## src/rtl/step_seq_pkg.sv

```systemverilog
package step_seq_pkg;
  parameter int CNT_W   = 3;
  parameter int STEPS   = 1 << CNT_W;
  parameter logic [CNT_W-1:0] LOAD_VAL = 3'd5;
  parameter logic [CNT_W-1:0] IDLE_VAL = 3'd0;

  typedef logic [CNT_W-1:0] cnt_t;
  typedef logic [STEPS-1:0] dec_t;

  // Priority: load, then hold at idle, then decrement.
  function automatic cnt_t next_count(input cnt_t cur, input logic load);
    if (load)
      return LOAD_VAL;
    else if (cur == IDLE_VAL)
      return cur;
    else
      return cur - cnt_t'(1);
  endfunction

  function automatic dec_t one_hot(input cnt_t v);
    dec_t d;
    d = '0;
    d[v] = 1'b1;
    return d;
  endfunction
endpackage

```

## src/rtl/start_edge.sv

```systemverilog
module start_edge (
  input  logic clk_i,
  input  logic rst_i,
  input  logic start_i,
  output logic rise_o
);
  logic prev_q;

  always_ff @(posedge clk_i) begin
    if (rst_i) prev_q <= 1'b1;
    else       prev_q <= start_i;
  end

  assign rise_o = start_i & ~prev_q;

  // A level that is held high never produces a second edge.
  assert_no_retrigger_R5: assert property (@(posedge clk_i) disable iff (rst_i)
    (start_i && $past(start_i)) |-> !rise_o);
endmodule

```

## src/rtl/step_counter.sv

```systemverilog
module step_counter
  import step_seq_pkg::*;
(
  input  logic clk_i,
  input  logic rst_i,
  input  logic rise_i,
  output cnt_t cnt_o,
  output logic load_o
);
  cnt_t cnt_q;
  cnt_t cnt_d;
  logic idle;

  assign idle   = (cnt_q == IDLE_VAL);
  assign load_o = rise_i & idle;
  assign cnt_d  = next_count(cnt_q, load_o);

  always_ff @(posedge clk_i) begin
    if (rst_i) cnt_q <= IDLE_VAL;
    else       cnt_q <= cnt_d;
  end

  assign cnt_o = cnt_q;

  assert_load_R2: assert property (@(posedge clk_i) disable iff (rst_i)
    load_o |=> (cnt_o == LOAD_VAL));
  assert_countdown_R3: assert property (@(posedge clk_i) disable iff (rst_i)
    (cnt_o != IDLE_VAL) |=> (cnt_o == $past(cnt_o) - cnt_t'(1)));
  assert_hold_idle_R4: assert property (@(posedge clk_i) disable iff (rst_i)
    (cnt_o == IDLE_VAL && !load_o) |=> (cnt_o == IDLE_VAL));
  assert_range_R4: assert property (@(posedge clk_i) disable iff (rst_i)
    cnt_o <= LOAD_VAL);
  assert_ignore_busy_R6: assert property (@(posedge clk_i) disable iff (rst_i)
    (rise_i && cnt_o != IDLE_VAL) |=> (cnt_o != LOAD_VAL));
endmodule

```

## src/rtl/step_decoder.sv

```systemverilog
module step_decoder
  import step_seq_pkg::*;
(
  input  logic clk_i,
  input  logic rst_i,
  input  cnt_t cnt_i,
  output dec_t dec_o
);
  for (genvar k = 0; k < STEPS; k++) begin : g_dec
    assign dec_o[k] = (cnt_i == cnt_t'(k));
  end

  assert_onehot_R7: assert property (@(posedge clk_i) disable iff (rst_i)
    $countones(dec_o) == 1);
endmodule

```

## src/rtl/step_sequencer.sv

```systemverilog
module step_sequencer
  import step_seq_pkg::*;
(
  input  logic       clk_i,
  input  logic       rst_i,
  input  logic       start_i,
  output logic [2:0] state_o,
  output logic [7:0] step_o,
  output logic       busy_o,
  output logic       done_o
);
  logic start_rise;
  logic load_evt;
  cnt_t cnt;
  dec_t dec;

  start_edge u_edge (
    .clk_i  (clk_i),
    .rst_i  (rst_i),
    .start_i(start_i),
    .rise_o (start_rise)
  );

  step_counter u_cnt (
    .clk_i (clk_i),
    .rst_i (rst_i),
    .rise_i(start_rise),
    .cnt_o (cnt),
    .load_o(load_evt)
  );

  step_decoder u_dec (
    .clk_i(clk_i),
    .rst_i(rst_i),
    .cnt_i(cnt),
    .dec_o(dec)
  );

  assign state_o = cnt;
  assign step_o  = dec;
  assign done_o  = dec[0];
  assign busy_o  = ~dec[0];

  assert_flags_R8: assert property (@(posedge clk_i) disable iff (rst_i)
    (busy_o != done_o) && (done_o == (state_o == 3'd0)));
  assert_reset_idle_R1: assert property (@(posedge clk_i)
    $past(rst_i) |-> (state_o == 3'd0));
endmodule

```

## config.mk

```make
export PLATFORM = sky130hd
export DESIGN_NAME = step_sequencer
export DESIGN_NICKNAME = d
export VERILOG_FILES = /design/src/rtl/step_seq_pkg.sv /design/src/rtl/start_edge.sv /design/src/rtl/step_counter.sv /design/src/rtl/step_decoder.sv /design/src/rtl/step_sequencer.sv
export SDC_FILE = /design/constraint.sdc
export NUM_CORES = 1
export LEC_CHECK = 0
export BUFFER_PORTS_ARGS = -buffer_cell sky130_fd_sc_hd__buf_2
export CELL_PAD_IN_SITES_DETAIL_PLACEMENT = 1
export CELL_PAD_IN_SITES_GLOBAL_PLACEMENT = 1
export CORE_AREA = 2 2 39 41
export CTS_CLUSTER_SIZE = 20
export DETAILED_ROUTE_END_ITERATION = 12
export DIE_AREA = 0 0 41 43
export GPL_ROUTABILITY_DRIVEN = 0
export PLACE_DENSITY_LB_ADDON = 0.1
export SYNTH_ARGS = -nofsm -noshare
export SYNTH_HDL_FRONTEND = slang
export SYNTH_SLANG_ARGS = --single-unit
```

## constraint.sdc

```tcl
create_clock -name clk_i -period 3.3 [get_ports clk_i]
set_input_delay 0.165 -clock clk_i [delete_from_list [all_inputs] [get_ports clk_i]]
set_output_delay 0.165 -clock clk_i [all_outputs]
set_load 0.1 [all_outputs]
```

======== Yosys cells after proc, flatten, opt, wreduce, memory -nomap -nowiden ========
Cells that the tools add are included.
storage, ports and cells
  bits in registers ....................... 4
  logic and storage cells ................. 20
  output and inout bits ................... 13
operators by class
  add/sub/neg operators ................... 1
  mux-type cells .......................... 2
  equal/unequal tests ..................... 8
  reductions and logical operators ........ 2
  bitwise operators ....................... 4
operators by type and width
  operator               number
  $eq A3 B3 Y1 const B   4
  $eq A3 B2 Y1 const B   2
  $mux W3                2
  $eq A3 B1 Y1 const B   1
  $logic_not A3 Y1       1
  $sub A3 B1 Y3 const B  1
  $and A1 B1 Y1          2
  $ne A2 B2 Y1 const B   1
  $not A1 Y1             2
  $reduce_or A2 Y1       1

======== Longest topological paths before layout ========
Gate-level depths: netlist of the first run.
  word-level depth ........................ 4
  depth in mapped cells ................... 6
  gate-level depth less buffers ........... 6

======== Modules after synthesis ========
A second synthesis of the first run with hierarchy kept.
unflattened totals
  cell total of the unflattened synthesis .. 31
  area total of the unflattened synthesis .. 284.0 µm²
modules (own cells, without submodules)
  module          times used  area an instance (µm²)  sequential area each (µm²)  cells an instance
  step_counter    1           175.2                   60.1                        18
  step_decoder    1           65.1                    0.0                         8
  start_edge      1           32.5                    20.0                        3
  step_sequencer  1           11.3                    0.0                         2

======== Worst setup path before layout of the first run ========
OpenSTA, ideal clock, no wires.
  kind .................................... reg2reg
  start point ............................. register u_cnt.cnt_q[1], in the netlist u_cnt.cnt_o[1]
  end point ............................... register u_cnt.cnt_q[0], in the netlist u_cnt.cnt_o[0]
  data required time ...................... 3.125 ns
  arrival time ............................ 2.904 ns
  period minus slack after synthesis ...... 3.079 ns
  stages on the path, launching flop included .. 7
  slack ................................... 0.221 ns
  cell sequence ........................... dfxtp_1 > inv_1 > ha_1 > nor2b_2 > inv_2 > nor3_1 > a211oi_1
between the ends
  cells in the longest elaborated chain, start to end .. 3
  elaborated cells on any way between the ends .. 4
  classes of those cells .................. eq/ne: 1; mux: 1; bitwise: 1; reduce/logical: 1
RTL lines
  element                                                   line                  text
  from (decl)                                               step_counter.sv:10    cnt_t cnt_q;
  from (signal assigned)                                    step_counter.sv:20    else cnt_q <= cnt_d;
  $logic_not A3 Y1 (*)                                      n/a
  via done_o                                                step_sequencer.sv:10  output logic done_o
  $and A1 B1 Y1                                             step_counter.sv:15    assign load_o = rise_i & idle;
  $ne A2 B2 Y1 (no line) / $mux W3 (equally long branches)  n/a
Mark *: on every way through the listed nets, which the timed path passes. The rest lies on a longest branch.
A chain may end at the register's enable or synchronous reset.

======== Worst setup path in the final report of the first run ========
  start point ............................. register u_cnt.cnt_q[0], in the netlist u_cnt.cnt_o[0]
  end point ............................... output port busy_o
between the ends
  cells in the longest elaborated chain, start to end .. 2
RTL lines
  element           line                  text
  $logic_not A3 Y1  step_decoder.sv:10    assign dec_o[k] = (cnt_i == cnt_t'(k));
  $not A1 Y1        step_sequencer.sv:42  assign busy_o = ~dec[0];
  to (decl)         step_sequencer.sv:9   output logic busy_o,
No other way between the ends.

==> results of run 1 <==
-- worst min-delay path by stage --
stage	startpoint	end	slack, ns	depth (start not counted)
after global placement	start_i	u_edge.prev_q	0.37	2
after global routing	start_i	u_edge.prev_q	0.13	2
after CTS	start_i	u_edge.prev_q	0.12	2
after detailed placement	start_i	u_edge.prev_q	0.37	2
after floorplan	rst_i	u_cnt.cnt_o[0]	0.24	1
final	start_i	u_edge.prev_q	0.13	2
-- per-stage QoR --
step                instance area, sq um  utilization [%]  hold WS, ns
finish                             406.6            29.39       0.1312
global route                       406.6            29.39       0.1292
CTS                                406.6            29.39       0.1233
detailed placement                 384.1            27.76       0.3690
global placement                   384.1            27.76       0.3659
floorplan                          296.5                -       0.2378
-- registers in the layout, summed over array words and instances (netlist names) --
name / cells
u_edge.prev_q: 1
u_cnt.cnt_o: 3
-- cell type report --
class                      count  area, sq um
inverter                       4        15.01
clock buffer                   3        22.52
tap                           16        20.02
timing repair buffer          15        75.07
multi-input combinational     22        193.9
sequential                     4        80.08
fill                         181        977.2
-- placed cells by master (no fill, tap or decap) --
cell,netlist,layout
and2b_2,3,3
ha_1,5,5
or2_2,1,1
dfxtp_1,4,4
nor2b_2,1,1
inv_1,3,3
nor3_1,1,1
a221oi_1,1,1
nand2_1,1,1
a211oi_1,1,1
inv_2,1,1
or3_1,1,1
a21oi_1,1,1
clkbuf_4,0,3
and2b_1,1,1
and2_2,4,4
buf_2,0,15
o41ai_2,1,1
-- Yosys cell counts --
library cell / number / area (sq um)
nor2b_2: 1 / 8.760
ha_1: 5 / 62.56
dfxtp_1: 4 / 80.08
nand2_1: 1 / 3.750
inv_2: 1 / 3.750
o41ai_2: 1 / 16.27
a221oi_1: 1 / 8.760
or2_2: 1 / 6.260
a21oi_1: 1 / 5.000
and2b_2: 3 / 26.28
inv_1: 3 / 11.26
nor3_1: 1 / 5.000
or3_1: 1 / 6.260
and2b_1: 1 / 7.510
buf_4: 1 / 7.510
and2_2: 4 / 30.03
a211oi_1: 1 / 7.510
-- worst max-delay path, delay by kind of cell, from the launching register on --
| family | cells | cell delay (ns) |
|---|---|---|
| and+or+nand+nor | 1 | 0.18 |
| DFF | 1 | 0.41 |
| adders and majority gates | 1 | 0.25 |
| buffers and inverters | 3 | 0.64 |
-- cells by family after synthesis --
family	share of synthesized area, %
buffers and inverters	7.594
and+or+nand+nor	31.65
AOI/OAI and AO/OA	12.66
DFF	27.01
adders and majority gates	21.10
-- per-layer routing --
layer	GRT usage, %	part of all wire [%]	up-vias
li1	-	-	136
met1	11.54	45	116
met2	14.06	45	12
met3	6.283	10	0
met4	4.000	0	0
met5	0	0	-
==> results.md, run 1 <==
- Final Setup Violations: 0
- Fin nets: 58
- Status: finished clean
- Period minus WS final: 1.887 ns
- Initial core utilization: 21.43%
- Routed WL: 720 um
- Clock Pin Slew Worst Setup and Hold Paths: 0.04 ns
- Vias in the first global route: 250
- End of the critical path: busy_o
- Final Max Slew Viols: 0
- Final Hold Fails: 0
- Area delta synth->final: 37.13%
- Final WS setup: 1.413 ns
- Clk_lat worst skew: 0.24 ns
- Post-CTS Repair Setup Buffers: 0
- Root Driver: clkbuf_4
- Relative slew slack: 67.83%
- Antenna cell count: 0
- Die X: 41 um
- Num CTS Buffers: 3
- Drt pass-1 iters: 3
- Ports: 16
- Hold Buf Count CTS: 0
- CP Class: reg -> out
- CP required: 3.13 ns
- Vias: 264
- Die area: 1763 sq um
- Unique masters post-synth: 17
- Deepest clock path buffer count: 2
- Pin count of the biggest net entering global routing: 12
- Antenna-violating nets left: 0
- Crit Path Max Fanout: 6
- Initial antenna violation count: 0
- Highest clock rate: 530.1 MHz
- Unrepaired setup endpoints after global routing: no
- Setup TNS: 0 ns
- CTS tree: built
- R2R Path Start: u_cnt.cnt_o[0]
- Placeable Area: 1384 sq um
- Reg2reg setup slack: 1.85 ns
- Syn nets: 39
- CP endpoint kind: output pin
- Vias per cell: 4.125
- Final Cycle Share: 57.17%
- End of the worst register-to-register path: u_cnt.cnt_o[1]
- Slew @ Worst Pin: 0.4859 ns
- Global-route wire length before repair: 1138 um
- Worst-path cell chain: inv_1, ha_1, nor2b_2, inv_2, buf_2
- Die H: 43 um
- Residual DRC: 0
- Wire per inst: 11.25 um
- Critical Path Slowest Stage Cell: buf_2
- CTS H-tree lvls: 1
- Share of cells above drive strength 1: 60.42%
- I/O Buffers: 15
- Synthesized area per cell: 9.566 sq um
- Hold WC Path Type: in -> reg
- WP data arrival: 1.72 ns
- Largest stage delay, worst path: 0.43 ns
- Worst Skew: 0.004052 ns
- Fin cells: 64
- Synth Instances: 31
- Synth warn: 0
- Iteration-0 DRC Markers: 1
- CP startpoint kind: flop
- Post-synthesis register bit count: 4
- Gr usage total: 9.930%
- Dpl cells: 61
- Reg2Reg Depth: 5
- GRT overflow: 0
- Max-cap violations: 0
- Post-Syn Area: 296.5 sq um
- CTS sink count: 4
- Worst setup path start: u_cnt.cnt_o[0]
- Dpl hpwl: 569 um
- CTS resizes: 0
- Placement row count: 14
- DP Worst Slack: 1.648 ns
- Seq/Total Area, Yosys: 27.00%
Power of run 1 is not shown: default switching activity piles up to over one toggle a cycle in this logic, so the estimate is an artifact.
==> run 2, diff against run 1 <==
==> constraint.sdc (replaced) <==
create_clock -name clk_i -period 1.56 [get_ports clk_i]
set_input_delay 0.078 -clock clk_i [delete_from_list [all_inputs] [get_ports clk_i]]
set_output_delay 0.078 -clock clk_i [all_outputs]
set_load 0.1 [all_outputs]
==> run 2 against run 1 <==
Register-to-register slack got worse by 1.6 ns. Clock-buffer cell count increased by 1. Cell count increased by 1.6%. Hold slack got worse by 0.082 ns. Non-clock buffer count unchanged. Sequential cell count unchanged. Setup slack got worse by 1.3 ns. Routed wire length decreased by 1.9%. Global-route usage decreased by 0.10 points. Cell area increased by 23%. Critical path type unchanged. Largest cell class unchanged. Highest routed layer unchanged.
==> results.md, run 2 (same netlist as run 1, synthesis figures left out) <==
- Worst Skew: 0.005701 ns (was 0.004052 ns)
- Deepest clock path buffer count: 2 (unchanged)
- Share of cells above drive strength 1: 73.47% (was 60.42%)
- GRT overflow: 0 (unchanged)
- Final Cycle Share: 93.56%
- Met3 Use GR: 3.141% (was 6.283%)
- Vias: 280 (was 264)
- Unrepaired setup endpoints after global routing: no (unchanged)
- Final hold slack: 0.04947 ns (was 0.1312 ns)
- Fin nets: 58 (unchanged)
- Max-cap violations: 0 (unchanged)
- Vias per cell: 4.308 (was 4.125)
- Dpl cells: 61 (unchanged)
- Reg2reg setup slack: 0.21 ns (was 1.85 ns)
- Hold WC Path Type: in -> reg (unchanged)
- Biggest regs: u_cnt.cnt_o x3, u_edge.prev_q x1 (unchanged)
- Fin cells: 65 (was 64)
- Antenna-violating nets left: 0 (unchanged)
- CTS H-tree lvls: 1 (unchanged)
- Die X: 41 um (unchanged)
- Largest Register: u_cnt.cnt_o (unchanged)
- CTS resizes: 0 (unchanged)
- Clk_lat worst skew: 0.23 ns (was 0.24 ns)
- Global-route wire length before repair: 1166 um (was 1138 um)
- Root Driver: clkbuf_4 (unchanged)
- Dpl hpwl: 604.1 um (was 569 um)
- I/O Buffers: 15 (unchanged)
- Relative slew slack: 67.74% (was 67.83%)
- CP startpoint kind: flop (unchanged)
- CTS sink count: 4 (unchanged)
- Commonest cells after routing, fill and taps aside: buf_2 (12), and2_2 (4), ha_1 (4) (was buf_2 (15), ha_1 (5), and2_2 (4), dfxtp_1 (4))
- Hold Buf Count CTS: 0 (unchanged)
- CP Class: reg -> out (unchanged)
- Final core occ: 36.08% (was 29.39%)
- Status: finished clean (unchanged)
- GR Util met2: 15.00% (was 14.06%)
- Pin count of the biggest net entering global routing: 12 (unchanged)
- Iteration-0 DRC Markers: 4 (was 1)
- CP required: 1.48 ns (was 3.13 ns)
- Ports: 16 (unchanged)
- Wire per inst: 10.86 um (was 11.25 um)
- Die H: 43 um (unchanged)
- CTS tree: built (unchanged)
- Num CTS Buffers: 3 (unchanged)
- Crit Path Max Fanout: 6 (unchanged)
- Residual DRC: 0 (unchanged)
- Final Setup Violations: 0 (unchanged)
- Placement row count: 14 (unchanged)
- CP endpoint kind: output pin (unchanged)
- Final Hold Fails: 0 (unchanged)
- Vias in the first global route: 266 (was 250)
- Gr usage total: 9.829% (was 9.930%)
- Area delta synth->final: 68.35% (was 37.13%)
- Highest clock rate: 685.1 MHz
- Drt pass-1 iters: 4 (was 3)
- # fillers: 171 (was 181)
- Max reg flops: 3 (unchanged)
- Initial core utilization: 21.43% (unchanged)
- Die area: 1763 sq um (unchanged)
- Multi-input gate area: 216.5 sq um (was 193.9 sq um)
- Placeable Area: 1384 sq um (unchanged)
- Antenna cell count: 0 (unchanged)
- Final Max Slew Viols: 0 (unchanged)
- Clock Pin Slew Worst Setup and Hold Paths: 0.04 ns (about the same)
- Busiest grt layer: met2 (unchanged)
- Post-CTS Repair Setup Buffers: 0 (unchanged)
- Most common cell after layout, fill and taps aside: buf_2 (unchanged)
- WP data arrival: 1.38 ns (was 1.72 ns)
- Initial antenna violation count: 0 (unchanged)
- Period minus WS final: 1.460 ns
- Met1 GRT Util: 12.18% (was 11.54%)
- Slew @ Worst Pin: 0.4873 ns (was 0.4859 ns)
- Register area: 88.84 sq um (was 80.08 sq um)
- Routed WL: 706 um (was 720 um)
-- run 2: cell count changes in the layout (fill, tap and decap cells not counted), moves of 2 or more --
| cell | before | now |
|---|---|---|
| buf_12 | 0 | 3 |
| buf_2 | 15 | 12 |
| dfxtp_1 | 4 | 1 |
| dfxtp_4 | 0 | 2 |
| inv_1 | 3 | 1 |
| inv_4 | 0 | 2 |
-- run 2: cell type report --
class,count,share of cell area [%]
Timing Repair Buffer,15,24.06
Inverter,4,5.514
Clock buffer,4,5.263
Multi-Input combinational cell,22,43.36
Tap cell,16,4.010
Sequential cell,4,17.79
-- run 2: layer usage --
| layer | vias up | routed length, um |
|---|---|---|
| met4 | 0 | 0 |
| met2 | 12 | 350 |
| li1 | 139 | - |
| met3 | 0 | 57 |
| met1 | 129 | 297 |
| met5 | - | 0 |
-- run 2: path summary, 6_finish.rpt --
check | to | start | cells after the start
setup reg to reg | u_cnt.cnt_o[1] | u_cnt.cnt_o[0] | 5
hold / removal | u_edge.prev_q | start_i | 2
hold reg to reg | u_cnt.cnt_o[0] | u_cnt.cnt_o[0] | 1
setup / recovery | step_o[6] | u_cnt.cnt_o[0] | 4
-- run 2: stage by stage --
step	cell area, sq um	worst slack (ns)	setup TNS (ns)
3_5_place_dp	473.0	0.2033	0
3_3_place_gp	473.0	0.2488	0
5_1_grt	499.2	0.02993	0
2_1_floorplan	340.3	-0.3648	-0.9475
4_1_cts	499.2	0.07526	0
6_report	499.2	0.1004	0
-- run 2: critical path: stages (launching register included) --
cell and delay [ns]:
dfxtp_4 0.37, inv_4 0.08, ha_1 0.15, and2_2 0.13, buf_2 0.41
Power of run 2 is left out for the same reason.
==> run 3, diff against run 2 <==
--- a/config.mk
+++ b/config.mk
@@ -13,7 +13,7 @@
 export DETAILED_ROUTE_END_ITERATION = 12
 export DIE_AREA = 0 0 41 43
 export GPL_ROUTABILITY_DRIVEN = 0
-export PLACE_DENSITY_LB_ADDON = 0.1
+export PLACE_DENSITY_LB_ADDON = 0.08
 export SYNTH_ARGS = -nofsm -noshare
 export SYNTH_HDL_FRONTEND = slang
 export SYNTH_SLANG_ARGS = --single-unit
==> run 3 against run 2 <==
Via count down 1.8%. Maximum frequency rose by 0.61%. First-iteration DRC count down 100%. Cell count decreased by 1.5%. Critical path depth stayed put. Clock skew shrank 0.0042 ns. Clock-buffer cell count fell by 1. Hold slack worse by 0.0078 ns. Sequential share of layout area up 0.13 points. Sequential cell count unchanged. Core utilization down 0.27 points.
==> results.md, run 3 (same netlist as run 1, synthesis figures left out) <==
- Slew @ Worst Pin: 0.4888 ns (was 0.4873 ns)
- Area delta synth->final: 67.09% (was 68.35%)
- Unrepaired setup endpoints after global routing: no (unchanged)
- Hold Buf Count CTS: 0 (unchanged)
- Largest delay share family, worst path: buffers and inverters (unchanged)
- Reg2Reg Depth: 5 (unchanged)
- Final Max Slew Viols: 0 (unchanged)
- CTS H-tree lvls: 1 (unchanged)
- WP data arrival: 1.37 ns (was 1.38 ns)
- Met1 GRT Util: 8.682% (was 12.18%)
- Global-route wire length before repair: 1062 um (was 1166 um)
- Die X: 41 um (unchanged)
- Status: finished clean (unchanged)
- Worst path bufs/invs: 2 (unchanged)
- Initial antenna violation count: 0 (unchanged)
- Period minus WS final: 1.451 ns (was 1.460 ns)
- Final Cycle Share: 92.99% (was 93.56%)
- Vias per cell: 4.297 (was 4.308)
- Drt pass-1 iters: 1 (was 4)
- Routed WL: 650 um (was 706 um)
- Hold WC Path Type: in -> reg (unchanged)
- Max reg flops: 3 (unchanged)
- Gr usage total: 9.438% (was 9.829%)
- Wire per inst: 10.16 um (was 10.86 um)
- Post-CTS Repair Setup Buffers: 0 (unchanged)
- Placement row count: 14 (unchanged)
- CP startpoint kind: flop (unchanged)
- Clk_lat worst skew: 0.23 ns (about the same)
- CP required: 1.48 ns (about the same)
- Multi-input gate area: 216.5 sq um (unchanged)
- Residual DRC: 0 (unchanged)
- End of the critical path: step_o[6] (unchanged)
- Placeable Area: 1384 sq um (unchanged)
- Deepest clock path buffer count: 2 (unchanged)
- Fin nets: 58 (unchanged)
- Pin count of the biggest net entering global routing: 12 (unchanged)
- Vias: 275 (was 280)
- GR Util met2: 15.31% (was 15.00%)
- Largest stage delay, worst path: 0.41 ns (about the same)
- Crit Path Max Fanout: 6 (unchanged)
- Relative slew slack: 67.64% (was 67.74%)
- Busiest grt layer: met2 (unchanged)
- CTS tree: built (unchanged)
- Crit path depth: 4 (unchanged)
- Worst setup path start: u_cnt.cnt_o[0] (unchanged)
- Highest clock rate: 689.3 MHz (was 685.1 MHz)
- Met3 Use GR: 6.283% (was 3.141%)
- Iteration-0 DRC Markers: 0 (was 4)
- Hold path depth: 2 (unchanged)
- Num CTS Buffers: 3 (unchanged)
- Critical Path Slowest Stage Cell: buf_2 (unchanged)
- Largest Register: u_cnt.cnt_o (unchanged)
- Most common cell after layout, fill and taps aside: buf_2 (unchanged)
- Worst Skew: 0.001500 ns (was 0.005701 ns)
- Max-cap violations: 0 (unchanged)
- Share of cells above drive strength 1: 75.00% (was 73.47%)
- # fillers: 168 (was 171)
- Ports: 16 (unchanged)
- CP endpoint kind: output pin (unchanged)
- Setup TNS: 0 ns (unchanged)
- Dpl hpwl: 565.2 um (was 604.1 um)
- Root Driver: clkbuf_4 (unchanged)
- Antenna-violating nets left: 0 (unchanged)
- Die area: 1763 sq um (unchanged)
- Final Setup Violations: 0 (unchanged)
- CP Class: reg -> out (unchanged)
- Antenna cell count: 0 (unchanged)
- Initial core utilization: 21.43% (unchanged)
- Die H: 43 um (unchanged)
- Clock Pin Slew Worst Setup and Hold Paths: 0.04 ns (about the same)
- GRT overflow: 0 (unchanged)
- CTS resizes: 0 (unchanged)
- Final Hold Fails: 0 (unchanged)
- Reg2reg setup slack: 0.23 ns (was 0.21 ns)
- Worst-path cell chain: inv_4, ha_1, and2_2, buf_2 (unchanged)
- CTS sink count: 4 (unchanged)
- Biggest regs: u_cnt.cnt_o x3, u_edge.prev_q x1 (unchanged)
- End of the worst register-to-register path: u_cnt.cnt_o[1] (unchanged)
- Vias in the first global route: 269 (was 266)
- Commonest cells after routing, fill and taps aside: buf_2 (12), and2_2 (4), ha_1 (4) (unchanged)
- Register area: 88.84 sq um (unchanged)
- R2R Path Start: u_cnt.cnt_o[0] (unchanged)
- I/O Buffers: 15 (unchanged)
==> run 3: changes by cell type in the layout (fill, tap and decap cells not counted) <==
cell,change
clkbuf_1,-1
==> run 3: per-layer routing <==
| metal | wire length (um) | share of wire, % | up-vias |
|---|---|---|---|
| met4 | 0 | 0 | 0 |
| met5 | 0 | 0 | - |
| li1 | - | - | 135 |
| met1 | 250 | 38 | 126 |
| met3 | 66 | 10 | 0 |
| met2 | 334 | 51 | 14 |
==> run 3: worst min path at each step <==
stage	slack, ns	end	startpoint
final	0.04	u_edge.prev_q	start_i
after detailed placement	0.29	u_edge.prev_q	start_i
after global routing	0.04	u_edge.prev_q	start_i
after floorplan	0.14	u_cnt.cnt_o[0]	rst_i
after global placement	0.28	u_edge.prev_q	start_i
after CTS	0.04	u_edge.prev_q	start_i
==> run 3: layout make-up <==
type	instances	share of cell area, %
Multi-Input combinational cell	22	43.69
Timing Repair Buffer	15	24.24
Sequential cell	4	17.93
Inverter	4	5.556
Clock buffer	3	4.545
Tap cell	16	4.040
==> run 3: through the flow <==
stage / std cells / cell area, sq um / setup WS (ns) / hold WS [ns] / utilization [%]
2_1_floorplan: 31 / 340.3 / -0.3648 / 0.1410 / -
3_3_place_gp: 61 / 473.0 / 0.2492 / 0.2775 / 34.18
6_report: 64 / 495.5 / 0.1093 / 0.04169 / 35.80
5_1_grt: 64 / 495.5 / 0.02389 / 0.03794 / 35.80
4_1_cts: 64 / 495.5 / 0.09073 / 0.03758 / 35.80
3_5_place_dp: 61 / 473.0 / 0.2117 / 0.2875 / 34.18
Power of run 3 is left out for the same reason.
